<file path="config.mk">
export PLATFORM = sky130hd
export DESIGN_NAME = ccp_timer
export DESIGN_NICKNAME = d
export VERILOG_FILES = /design/src/rtl/ccp_pkg.sv /design/src/rtl/ccp_sync.sv /design/src/rtl/ccp_prescale.sv /design/src/rtl/ccp_timer.sv
export SDC_FILE = /design/constraint.sdc
export NUM_CORES = 1
export LEC_CHECK = 0
export BUFFER_PORTS_ARGS = -buffer_cell sky130_fd_sc_hd__buf_2
export CORE_AREA = 2 2 110 112
export CTS_CLUSTER_SIZE = 30
export DETAILED_ROUTE_END_ITERATION = 16
export DIE_AREA = 0 0 112 114
export GPL_ROUTABILITY_DRIVEN = 0
export PLACE_DENSITY_LB_ADDON = 0.1
export SLEW_MARGIN = 40
export SYNTH_ARGS = -nofsm -noshare
export SYNTH_HDL_FRONTEND = slang
export SYNTH_HIERARCHICAL = 1
export SYNTH_SLANG_ARGS = --single-unit
</file>
<file path="constraint.sdc">
create_clock -name clk -period 2.3 [get_ports clk]
set_input_delay 0.23 -clock clk [delete_from_list [all_inputs] [get_ports clk]]
set_output_delay 0.23 -clock clk [all_outputs]
set_load 0.005 [all_outputs]
</file>
<file path="src/rtl/ccp_pkg.sv">
package ccp_pkg;
  localparam int unsigned ADDR_W = 3;
  localparam int unsigned NCAP   = 2;
  localparam int unsigned FLAG_W = 5;

  localparam logic [ADDR_W-1:0] A_CTRL = 3'd0;
  localparam logic [ADDR_W-1:0] A_IEN  = 3'd1;
  localparam logic [ADDR_W-1:0] A_STAT = 3'd2;
  localparam logic [ADDR_W-1:0] A_CNT  = 3'd3;
  localparam logic [ADDR_W-1:0] A_CMPA = 3'd4;
  localparam logic [ADDR_W-1:0] A_CMPB = 3'd5;
  localparam logic [ADDR_W-1:0] A_CAP0 = 3'd6;
  localparam logic [ADDR_W-1:0] A_CAP1 = 3'd7;

  localparam int unsigned F_WRAP = 0;
  localparam int unsigned F_CAP0 = 1;
  localparam int unsigned F_MA   = 3;
  localparam int unsigned F_MB   = 4;

  typedef struct packed {
    logic       lvl_b;
    logic       lvl_a;
    logic [1:0] edge1;
    logic [1:0] edge0;
    logic       pwm;
    logic [2:0] dexp;
    logic       ext;
    logic       run;
  } ctrl_t;
endpackage

</file>
<file path="src/rtl/ccp_sync.sv">
module ccp_sync #(
  parameter int unsigned WIDTH  = 3,
  parameter int unsigned STAGES = 2
) (
  input  logic             clk,
  input  logic             rst_n,
  input  logic [WIDTH-1:0] din,
  output logic [WIDTH-1:0] rise,
  output logic [WIDTH-1:0] fall
);
  logic [WIDTH-1:0] stg_q [STAGES];
  logic [WIDTH-1:0] prev_q;

  for (genvar s = 0; s < STAGES; s++) begin : g_stg
    always_ff @(posedge clk or negedge rst_n) begin
      if (!rst_n) stg_q[s] <= '0;
      else if (s == 0) stg_q[s] <= din;
      else stg_q[s] <= stg_q[(s == 0) ? 0 : s-1];
    end
  end

  always_ff @(posedge clk or negedge rst_n) begin
    if (!rst_n) prev_q <= '0;
    else prev_q <= stg_q[STAGES-1];
  end

  assign rise = stg_q[STAGES-1] & ~prev_q;
  assign fall = ~stg_q[STAGES-1] & prev_q;
endmodule

</file>
<file path="src/rtl/ccp_prescale.sv">
module ccp_prescale #(
  parameter int unsigned PSC_W = 3
) (
  input  logic             clk,
  input  logic             rst_n,
  input  logic             run,
  input  logic             ext_sel,
  input  logic             ext_rise,
  input  logic             restart,
  input  logic [PSC_W-1:0] dexp,
  output logic             tick
);
  localparam int unsigned DIV_W = (1 << PSC_W) - 1;

  logic [DIV_W-1:0] div_q, div_d, mask;
  logic             div_en;

  assign mask   = DIV_W'((1 << dexp) - 1);
  assign div_en = run & ~ext_sel;

  always_comb begin
    div_d = div_q;
    if (restart)     div_d = '0;
    else if (div_en) div_d = div_q + 1'b1;
  end

  always_ff @(posedge clk or negedge rst_n) begin
    if (!rst_n) div_q <= '0;
    else        div_q <= div_d;
  end

  assign tick = run & (ext_sel ? ext_rise : ((div_q & mask) == mask));
endmodule

</file>
<file path="src/rtl/ccp_timer.sv">
module ccp_timer
  import ccp_pkg::*;
#(
  parameter int unsigned CNT_W       = 16,
  parameter int unsigned PSC_W       = 3,
  parameter int unsigned SYNC_STAGES = 2
) (
  input  logic              clk,
  input  logic              rst_n,
  input  logic              reg_wr,
  input  logic [2:0]        reg_addr,
  input  logic [CNT_W-1:0]  reg_wdata,
  output logic [CNT_W-1:0]  reg_rdata,
  input  logic              ext_clk,
  input  logic [1:0]        cap_in,
  output logic              cmp_out,
  output logic              irq
);
  localparam int unsigned CTRL_W = $bits(ctrl_t);
  localparam logic [CNT_W-1:0] CNT_MAX = '1;

  ctrl_t             ctrl_q;
  logic [FLAG_W-1:0] ien_q, stat_q, stat_d, set_v, clr_v;
  logic [CNT_W-1:0]  cnt_q, cnt_d, cmpa_q, cmpb_q;
  logic [CNT_W-1:0]  cap_q [NCAP];
  logic              out_q, out_d;
  logic              tick_w, wrap_w, match_a, match_b;
  logic [NCAP:0]     rise_w, fall_w;
  logic [NCAP-1:0]   cap_hit;
  logic              wr_ctrl, wr_ien, wr_stat, wr_cnt, wr_cmpa, wr_cmpb;

  assign wr_ctrl = reg_wr && reg_addr == A_CTRL;
  assign wr_ien  = reg_wr && reg_addr == A_IEN;
  assign wr_stat = reg_wr && reg_addr == A_STAT;
  assign wr_cnt  = reg_wr && reg_addr == A_CNT;
  assign wr_cmpa = reg_wr && reg_addr == A_CMPA;
  assign wr_cmpb = reg_wr && reg_addr == A_CMPB;

  ccp_sync #(.WIDTH(NCAP+1), .STAGES(SYNC_STAGES)) u_sync (
    .clk(clk), .rst_n(rst_n), .din({cap_in, ext_clk}),
    .rise(rise_w), .fall(fall_w)
  );

  ccp_prescale #(.PSC_W(PSC_W)) u_psc (
    .clk(clk), .rst_n(rst_n), .run(ctrl_q.run), .ext_sel(ctrl_q.ext),
    .ext_rise(rise_w[0]), .restart(wr_cnt), .dexp(ctrl_q.dexp[PSC_W-1:0]),
    .tick(tick_w)
  );

  for (genvar i = 0; i < NCAP; i++) begin : g_cap
    logic [1:0] esel;
    assign esel = (i == 0) ? ctrl_q.edge0 : ctrl_q.edge1;
    assign cap_hit[i] = (esel[0] & rise_w[i+1]) | (esel[1] & fall_w[i+1]);
    always_ff @(posedge clk or negedge rst_n) begin
      if (!rst_n)          cap_q[i] <= '0;
      else if (cap_hit[i]) cap_q[i] <= cnt_q;
    end
  end

  assign match_a = tick_w && cnt_q == cmpa_q;
  assign match_b = tick_w && cnt_q == cmpb_q;

  always_comb begin
    cnt_d  = cnt_q;
    wrap_w = 1'b0;
    if (wr_cnt) begin
      cnt_d = reg_wdata;
    end else if (tick_w) begin
      if (ctrl_q.pwm && match_a) begin
        cnt_d = '0;
      end else begin
        cnt_d  = cnt_q + 1'b1;
        wrap_w = (cnt_q == CNT_MAX);
      end
    end
  end

  always_comb begin
    out_d = out_q;
    if (match_b)      out_d = ctrl_q.pwm ? 1'b0 : ctrl_q.lvl_b;
    else if (match_a) out_d = ctrl_q.pwm ? 1'b1 : ctrl_q.lvl_a;
  end

  assign set_v  = {match_b, match_a, cap_hit, wrap_w};
  assign clr_v  = wr_stat ? reg_wdata[FLAG_W-1:0] : '0;
  assign stat_d = (stat_q & ~clr_v) | set_v;

  always_ff @(posedge clk or negedge rst_n) begin
    if (!rst_n) begin
      ctrl_q <= '0;
      ien_q  <= '0;
      stat_q <= '0;
      cnt_q  <= '0;
      cmpa_q <= '0;
      cmpb_q <= '0;
      out_q  <= 1'b0;
    end else begin
      if (wr_ctrl) ctrl_q <= ctrl_t'(reg_wdata[CTRL_W-1:0]);
      if (wr_ien)  ien_q  <= reg_wdata[FLAG_W-1:0];
      if (wr_cmpa) cmpa_q <= reg_wdata;
      if (wr_cmpb) cmpb_q <= reg_wdata;
      stat_q <= stat_d;
      cnt_q  <= cnt_d;
      out_q  <= out_d;
    end
  end

  always_comb begin
    case (reg_addr)
      A_CTRL:  reg_rdata = CNT_W'(ctrl_q);
      A_IEN:   reg_rdata = CNT_W'(ien_q);
      A_STAT:  reg_rdata = CNT_W'(stat_q);
      A_CNT:   reg_rdata = cnt_q;
      A_CMPA:  reg_rdata = cmpa_q;
      A_CMPB:  reg_rdata = cmpb_q;
      A_CAP0:  reg_rdata = cap_q[0];
      default: reg_rdata = cap_q[1];
    endcase
  end

  assign cmp_out = out_q;
  assign irq     = |(stat_q & ien_q);
endmodule

</file>
---- After elaboration in Yosys (flattened, before gate mapping) ----
Cells that the tools add are included.
word-level totals
  bits in registers ....................... 119
  input bits .............................. 25
  output and inout port bits .............. 18
  word-level logic and storage cells ...... 81
operators by class
  $add $sub $neg .......................... 3
  eq/ne operators ......................... 10
  shift operators ......................... 1
  mux-type cells .......................... 15
  bitwise logic cells ..................... 18
  reduce and logical (&&, ||, !) cells .... 14
operators with widths
  kind                                              count
  case mux 16 bit (7 select lines)                  1
  two-way mux 16 bit                                3
  == test 16 bit                                    2
  adder 16 x 1 -> 16 bit, second input constant     1
  == test 16 bit, second input constant             1
  two-way mux 7 bit                                 2
  bitwise AND 5 bit                                 2
  == test 3 bit, second input constant              3
  logical AND 1 bit                                 9
  two-way mux 1 bit                                 8
  adder 7 x 1 -> 7 bit, second input constant       1
  bitwise AND 7 bit                                 1
  == test 7 bit                                     1
  << shifter 1 x 3 -> 7 bit, first input constant   1
  subtractor 7 x 2 -> 7 bit, second input constant  1
  bitwise AND 1 bit                                 6
  bitwise AND 3 bit                                 2
  == test 3 x 2 -> 1 bit, second input constant     2
  NOT 3 bit                                         2
  nonzero test 2 bit                                3
  two-way mux 5 bit                                 1
  NOT 5 bit                                         1
  OR 5 bit                                          1
  OR reduction 5 bit                                1
  other kinds (4)                                   5

---- Longest topological paths before layout ----
Gate-level depths: netlist (run 1).
  word-level depth ........................ 12
  mapped depth ............................ 12
  gate-level depth less buffers ........... 9

---- Cells and area by module ----
Netlist (run 1), hierarchy kept.
modules (own cells, without submodules)
  module        instances  cells an instance  area each (µm²)  sequential area each (µm²)
  ccp_timer     1          509                5596.6           2577.5
  ccp_prescale  1          42                 420.4            175.2
  ccp_sync      1          15                 277.8            225.2

---- Least setup slack after synthesis (run 1) ----
OpenSTA, ideal clock, no wires.
  path kind ............................... register -> register
  from .................................... reg ctrl_q[1] (netlist bit)
  to ...................................... reg cnt_q[4]
  library setup time ...................... 0.129 ns
  arrival time ............................ 2.298 ns
  required time ........................... 2.171 ns
  setup slack ............................. -0.127 ns
  stages on the path, launching flop included .. 13
  buffers on the path ..................... 3
  clock period less this slack ............ 2.427 ns
  path through ............................ dfrtp_1 > nor2b_4 > buf_6 > o2111ai_2 > a21oi_2 > a2bb2oi_2 > clkbuf_1 > o21ai_0 > nor3_2 > nand4_4 > buf_6 > a32oi_1 > o31ai_1
on the way
  longest elaborated chain between the ends .. 7
  elaborated cells on any way between the ends .. 8
  those cells by class .................... 4 x mux; 1 x bitwise; 3 x reduce/logical
RTL lines
  item                      line                RTL
  start: declaration        ccp_timer.sv:22     ctrl_t ctrl_q;
  start signal: assignment  ccp_timer.sv:98     if (wr_ctrl) ctrl_q <= ctrl_t'(reg_wdata[CTRL_W-1:0]);
  two-way mux 1 bit *       ccp_prescale.sv:32  assign tick = run & (ext_sel ? ext_rise : ((div_q & mask) == mask));
  bitwise AND 1 bit *       ccp_prescale.sv:32
  via tick_w                ccp_timer.sv:27     logic tick_w, wrap_w, match_a, match_b;
  logical AND 1 bit         ccp_timer.sv:60     assign match_a = tick_w && cnt_q == cmpa_q;
  logical AND 1 bit         ccp_timer.sv:69     if (ctrl_q.pwm && match_a) begin
  two-way mux 16 bit        ccp_timer.sv:69
  two-way mux 16 bit        ccp_timer.sv:68     end else if (tick_w) begin
  two-way mux 16 bit        ccp_timer.sv:66     if (wr_cnt) begin
  end signal: assignment    ccp_timer.sv:103    cnt_q <= cnt_d;
  end: declaration          ccp_timer.sv:24     logic [CNT_W-1:0] cnt_q, cnt_d, cmpa_q, cmpb_q;
Mark *: on every way through the listed nets, which the timed path passes. The rest lies on a longest branch. The select of a mux whose other input is x is not followed.
A chain may end at the register's enable or synchronous reset.

---- Worst setup path in the final report (run 1) ----
  from .................................... reg ctrl_q[2] (netlist bit)
  to ...................................... reg out_q (netlist: cmp_out)
on the way
  longest elaborated chain between the ends .. 8
  elaborated cells on any way between the ends .. 10
  those cells by class .................... 1 x add/sub; 1 x eq/ne; 1 x shift; 2 x mux; 2 x bitwise; 3 x reduce/logical
RTL lines
  item                                                     line                              RTL
  << shifter 1 x 3 -> 7 bit *                              ccp_prescale.sv:18                assign mask = DIV_W'((1 << dexp) - 1);
  subtractor 7 x 2 -> 7 bit *                              ccp_prescale.sv:18
  bitwise AND 7 bit                                        ccp_prescale.sv:32
  == test 7 bit *                                          ccp_prescale.sv:32
  two-way mux 1 bit *                                      ccp_prescale.sv:32
  bitwise AND 1 bit *                                      ccp_prescale.sv:32
  via tick_w                                               ccp_timer.sv:27
  logical AND 1 bit (on tied branches)                     ccp_timer.sv:61, ccp_timer.sv:60
  two-way mux 1 bit or nonzero test 2 bit (tied branches)  -
  end signal: assignment                                   ccp_timer.sv:104                  out_q <= out_d;
  end: declaration                                         ccp_timer.sv:26                   logic out_q, out_d;
Mark *: on every way through the listed nets, which the timed path passes. The rest lies on a longest branch.

==> flow_summary.yaml, run 1 <==
floorplan:
  core-area_sq_mm: 0.0117
  fp.dieH_um: 114
  start_util_pct: 53.7
  boundaryPins: 43
  die_area_sq_mm: 0.0128
  die_x_um: 112
  rows: 40
routing:
  vias: 4898
  wl_per_cell_um: 21.4
  drc: 0
  postRouteAntennaNets: 0
  drt_iter0_markers: 454
  totalWireLength_um: 17000
  drt-vias-per-instance: 6.15
  firstDrtPassIters: 7
timing:
  max-slew-margin-rel_pct: 59.2
  fin_ws_ns: 0.140
  worstMarginPinSlew_ns: 0.612
  setup_violations: 0
  skew_ns: 0.00976
  rsz0062_at_grt: "false"
  whs_ns: 0.0633
  hold_violations: 0
  slew_viol_final: 0
  min_period_ns: 2.16
  max_freq_mhz: 463
  fin_setup_tns_ns: 0
  finalCritPeriodShare_pct: 93.9
worst_setup_path:
  reg2reg_setup_slack_ns: 0.14
  r2r-start: "ctrl_q[2]"
  critPathMaxFanout: 4
  crit_path_end_kind: "register"
  startpoint_type: "register"
  arrival_ns: 2.46
  timing.rr.end: "cmp_out"
  cp_data_required_time_ns: 2.60
  ff2ff_path_depth: 11
  worstSetupPathType: "reg2reg"
global_routing:
  grt_pass1_vias: 5092
  grt_pass1_wl_um: 27600
  grt_start_max_net_pins: 45
  grt_use_total_pct: 28.5
  antenna_found_initial: 0
  overflow: 0
placed_design:
  place_ws_ns: 0.0253
  hpwl_um: 11800
  port_buffers: 42
  placed_cell_area_sq_mm: 0.00685
logic_synthesis:
  syn-cell-area_sq_mm: 0.00629
  syn_area_per_cell_sq_um: 11.1
  synth_fp_nets: 592
  netlist_instances: 565
  ys_warn_count: 6
cells_and_area:
  layout_common_cells: "dfrtp_1 (119), mux2_2 (83), nand2_1 (52)"
  nNetsFinal: 664
  seq_area_sq_mm: 0.00298
  multi_input_area_sq_mm: 0.00313
  design_area_sq_mm: 0.00758
  n_antenna_cell: 0
  syn_to_final_growth_pct: 20.6
  drive_gt1_share_pct: 38.3
  nFillCells: 933
  final_common_cell: "dfrtp_1"
min_path:
  hp-class: "in2reg"
  min_path_cells: 3
  hold_end: "cnt_q[15]"
  min-delay-start: "reg_wdata[15]"
power:
  p_leak_nw: 3.20
  vdd_ir_drop_max_mv: 0.632
  powerDensity_mw_per_mm2: 1010
  total_power_mw: 7.68
clocking:
  worstSkewPairLatency_ns: 0.42
  cts_root_buf: "clkbuf_16"
  htreeDepth: 4
  path_clk_slew_ns: 0.06
  cts_made_buffers: 17
  clock-sinks: 119
  clock_path_buffers: 2
  cts_tree: "built"
run_status:
  outcome: "complete, no violations"
job:
  max_cap_viol_count: 0
worst max-delay path by stage:
stage | endpoint | depth (start not counted) | start
6_report | cmp_out | 11 | ctrl_q[2]
5_1_grt | cmp_out | 11 | ctrl_q[2]
4_1_cts | cnt_q[14] | 10 | ctrl_q[2]
3_5_place_dp | cnt_q[14] | 10 | u_psc/div_q[1]
3_3_place_gp | cnt_q[15] | 9 | u_psc/div_q[1]
2_1_floorplan | cnt_q[4] | 12 | ctrl_q[1]
registers in the layout (all words and copies together), names as in the netlist, 6 cells and up:
signal        count
u_psc/div_q       7
u_sync/stg_q      6
cmpb_q           16
cmpa_q           16
ctrl_q            8
cap_q            32
cnt_q            16
what timing repair did:
action                     in CTS  in global routing
hold buffers                    4                  0
cloned                          0                  0
hold endpoints to repair       43                  0
buffers inserted                1                  2
setup endpoints to repair      13                 16
resized for setup               3                 12
pin swaps                       1                  3
layout make-up:
class	instances	share of cell area (%)
well taps	147	2.43
inverters	10	0.511
clock inverters	15	2.36
clock buffers	17	5.61
multi-input cells	393	41.3
flip-flops and latches	119	39.3
repair buffers	96	8.55
through the flow:
step	util, %	cells
finish	64.8	797
floorplan	-	565
detailed placement	58.5	758
global route	64.8	797
global placement	58.5	758
CTS	64.1	795
report_power, final:
| part | leakage, nW | switching [mW] | total (mW) | internal (mW) |
|---|---|---|---|---|
| Sequential | 1.39 | 0.490 | 3.09 | 2.60 |
| Clock | 0.274 | 1.01 | 2.71 | 1.70 |
| Combinational | 1.53 | 0.895 | 1.88 | 0.986 |
worst max-delay path, cell delays in order (launching register included):
cell and delay (ns):
dfrtp_1 0.42, nor2_2 0.16, o2111ai_2 0.12, a21oi_2 0.20
a2bb2oi_4 0.21, o21ai_2 0.10, nor3_4 0.24, buf_4 0.14
buf_4 0.10, nand3_1 0.11, mux2i_1 0.17, mux2i_1 0.09
metal layers:
layer,track usage [%],routed length [um]
met5,0,0
met4,13.2,596
met3,5.58,931
met2,47.2,8260
met1,36.5,7230
(Power assumes the default switching activity.)
==> run 2: changes to the inputs <==
--- a/config.mk
+++ b/config.mk
@@ -6,10 +6,10 @@
 export NUM_CORES = 1
 export LEC_CHECK = 0
 export BUFFER_PORTS_ARGS = -buffer_cell sky130_fd_sc_hd__buf_2
-export CORE_AREA = 2 2 110 112
+export CORE_AREA = 2 2 129 131
 export CTS_CLUSTER_SIZE = 30
 export DETAILED_ROUTE_END_ITERATION = 16
-export DIE_AREA = 0 0 112 114
+export DIE_AREA = 0 0 131 133
 export GPL_ROUTABILITY_DRIVEN = 0
 export PLACE_DENSITY_LB_ADDON = 0.1
 export SLEW_MARGIN = 40
==> run 2 against run 1 <==
  * Clock power grew 9.2%
  * Wire length grew 5.8%
  * Core utilization is 16 points lower
  * Largest cell class unchanged
  * Highest routed layer unchanged
==> flow_summary.yaml, run 2 (synthesis gave the netlist of run 1 again) <==
timing:
  max_freq_mhz: 450
  min_period_ns: 2.22
  rsz0062_at_grt: "true"
  fin_ws_ns: 0.0766
  setup_violations: 0
  finalCritPeriodShare_pct: 96.7
  fin_setup_tns_ns: 0
  worstMarginPinSlew_ns: 0.525
  slew_viol_final: 0
  hold_violations: 0
  skew_ns: 0.00756
  max-slew-margin-rel_pct: 65.0
global_routing:
  grt_pass1_vias: 4981
  grt_start_max_net_pins: 52
  grt_pass1_wl_um: 28700
  overflow: 0
  antenna_found_initial: 0
  grt_use_total_pct: 22.0
cells_and_area:
  drive_gt1_share_pct: 38.9
  stdcell_count: 878
  design_area_sq_mm: 0.00782
  top_register: "cap_q"
  layout_common_cells: "dfrtp_1 (119), mux2_2 (83), buf_4 (53)"
  largest_reg_flops: 32
  nFillCells: 1482
  final_common_cell: "dfrtp_1"
  seq_area_sq_mm: 0.00298
  n_antenna_cell: 0
  syn_to_final_growth_pct: 24.4
  nNetsFinal: 672
  multi_input_area_sq_mm: 0.00312
floorplan:
  rows: 47
  fp.dieH_um: 133
  core-area_sq_mm: 0.0162
  die_area_sq_mm: 0.0174
  die_x_um: 131
  boundaryPins: 43
  start_util_pct: 38.9
placed_design:
  port_buffers: 42
  place_ws_ns: -0.0119
  dp_cells: 838
  hpwl_um: 12800
  placed_cell_area_sq_mm: 0.00702
power:
  p_leak_nw: 3.29
  total_power_mw: 7.98
  vdd_ir_drop_max_mv: 0.559
  powerDensity_mw_per_mm2: 1020
clocking:
  clock_path_buffers: 2
  cts_root_buf: "clkbuf_16"
  htreeDepth: 4
  cts_tree: "built"
  worstSkewPairLatency_ns: 0.42
  path_clk_slew_ns: 0.06
  cts_made_buffers: 17
  clock-sinks: 119
run_status:
  outcome: "complete, no violations"
worst_setup_path:
  ff2ff_path_depth: 10
  timing.rr.end: "cnt_q[5]"
  arrival_ns: 2.53
  startpoint_type: "register"
  critPathMaxFanout: 8
  cp_data_required_time_ns: 2.60
  worstSetupPathType: "reg2reg"
  reg2reg_setup_slack_ns: 0.08
  crit_path_end_kind: "register"
  r2r-start: "ctrl_q[3]"
routing:
  drc: 0
  drt_iter0_markers: 323
  firstDrtPassIters: 6
  wl_per_cell_um: 20.5
  totalWireLength_um: 18000
  drt-vias-per-instance: 5.56
  postRouteAntennaNets: 0
  vias: 4884
job:
  max_cap_viol_count: 0
min_path:
  hold_end: "cnt_q[15]"
  min_path_cells: 3
  hp-class: "in2reg"
  min-delay-start: "reg_wdata[15]"
-- run 2: changes by cell type in the layout (fill, tap and decap cells not counted), moves of 2 or more --
cell	delta
buf_12	+2
buf_4	+5
bufinv_16	+2
clkinv_4	+2
clkinvlp_4	-3
o21ai_1	+2
-- run 2: what timing repair did --
action / 4_1_cts / 5_1_grt
hold buffers: 4 / 0
hold endpoints to repair: 28 / 0
gates resized for setup: 0 / 15
setup buffers: 1 / 2
gates cloned: 0 / 1
pin swaps: 1 / 10
endpoints found under the setup margin: 4 / 17
-- run 2: power breakdown --
| group | internal, mW | total (mW) | switching, mW |
|---|---|---|---|
| Combinational | 1.02 | 1.93 | 0.911 |
| Clock | 1.93 | 2.96 | 1.03 |
| Sequential | 2.60 | 3.08 | 0.485 |
-- run 2: routing by layer --
| metal | vias to the layer above | global-route usage (%) | share of wire, % |
|---|---|---|---|
| li1 | 2216 | - | - |
| met3 | 29 | 4.04 | 3.8 |
| met2 | 146 | 34.8 | 48 |
| met4 | 0 | 7.86 | 2.5 |
| met1 | 2493 | 30.2 | 46 |
| met5 | - | 0 | 0 |
-- run 2: worst max path at each step --
| stage | start | endpoint | slack (ns) |
|---|---|---|---|
| global route | u_psc/div_q[0] | cnt_q[8] | -0.06 |
| detailed placement | ctrl_q[2] | cnt_q[5] | -0.01 |
| global placement | u_psc/div_q[0] | cnt_q[15] | 0.07 |
| finish | ctrl_q[3] | cnt_q[5] | 0.08 |
| floorplan | ctrl_q[1] | cnt_q[4] | 0.007 |
| CTS | u_psc/div_q[0] | cnt_q[8] | 0.02 |
-- run 2: area by class of cell --
cell class,instances,area share [%]
tap,220,3.52
clock inverter,15,2.90
sequential,119,38.1
multi-input combinational,393,39.9
clock buffer,17,5.44
timing repair buffer,104,9.64
inverter,10,0.528
-- run 2: worst max-delay path, stage by stage, from the launching register on --
cell	delay, ns
dfrtp_1	0.39
nor2_2	0.16
o2111ai_2	0.12
a21oi_2	0.14
a2bb2oi_2	0.23
o21ai_2	0.11
nor3_4	0.25
nand4_4	0.22
buf_8	0.20
a32oi_1	0.18
o31ai_1	0.09
-- run 2: metrics by stage --
stage,hold slack (ns),util (%)
floorplan,-0.0656,-
global placement,0.184,43.4
detailed placement,0.185,43.4
CTS,0.0567,47.7
global route,0.0764,48.4
finish,0.0626,48.4
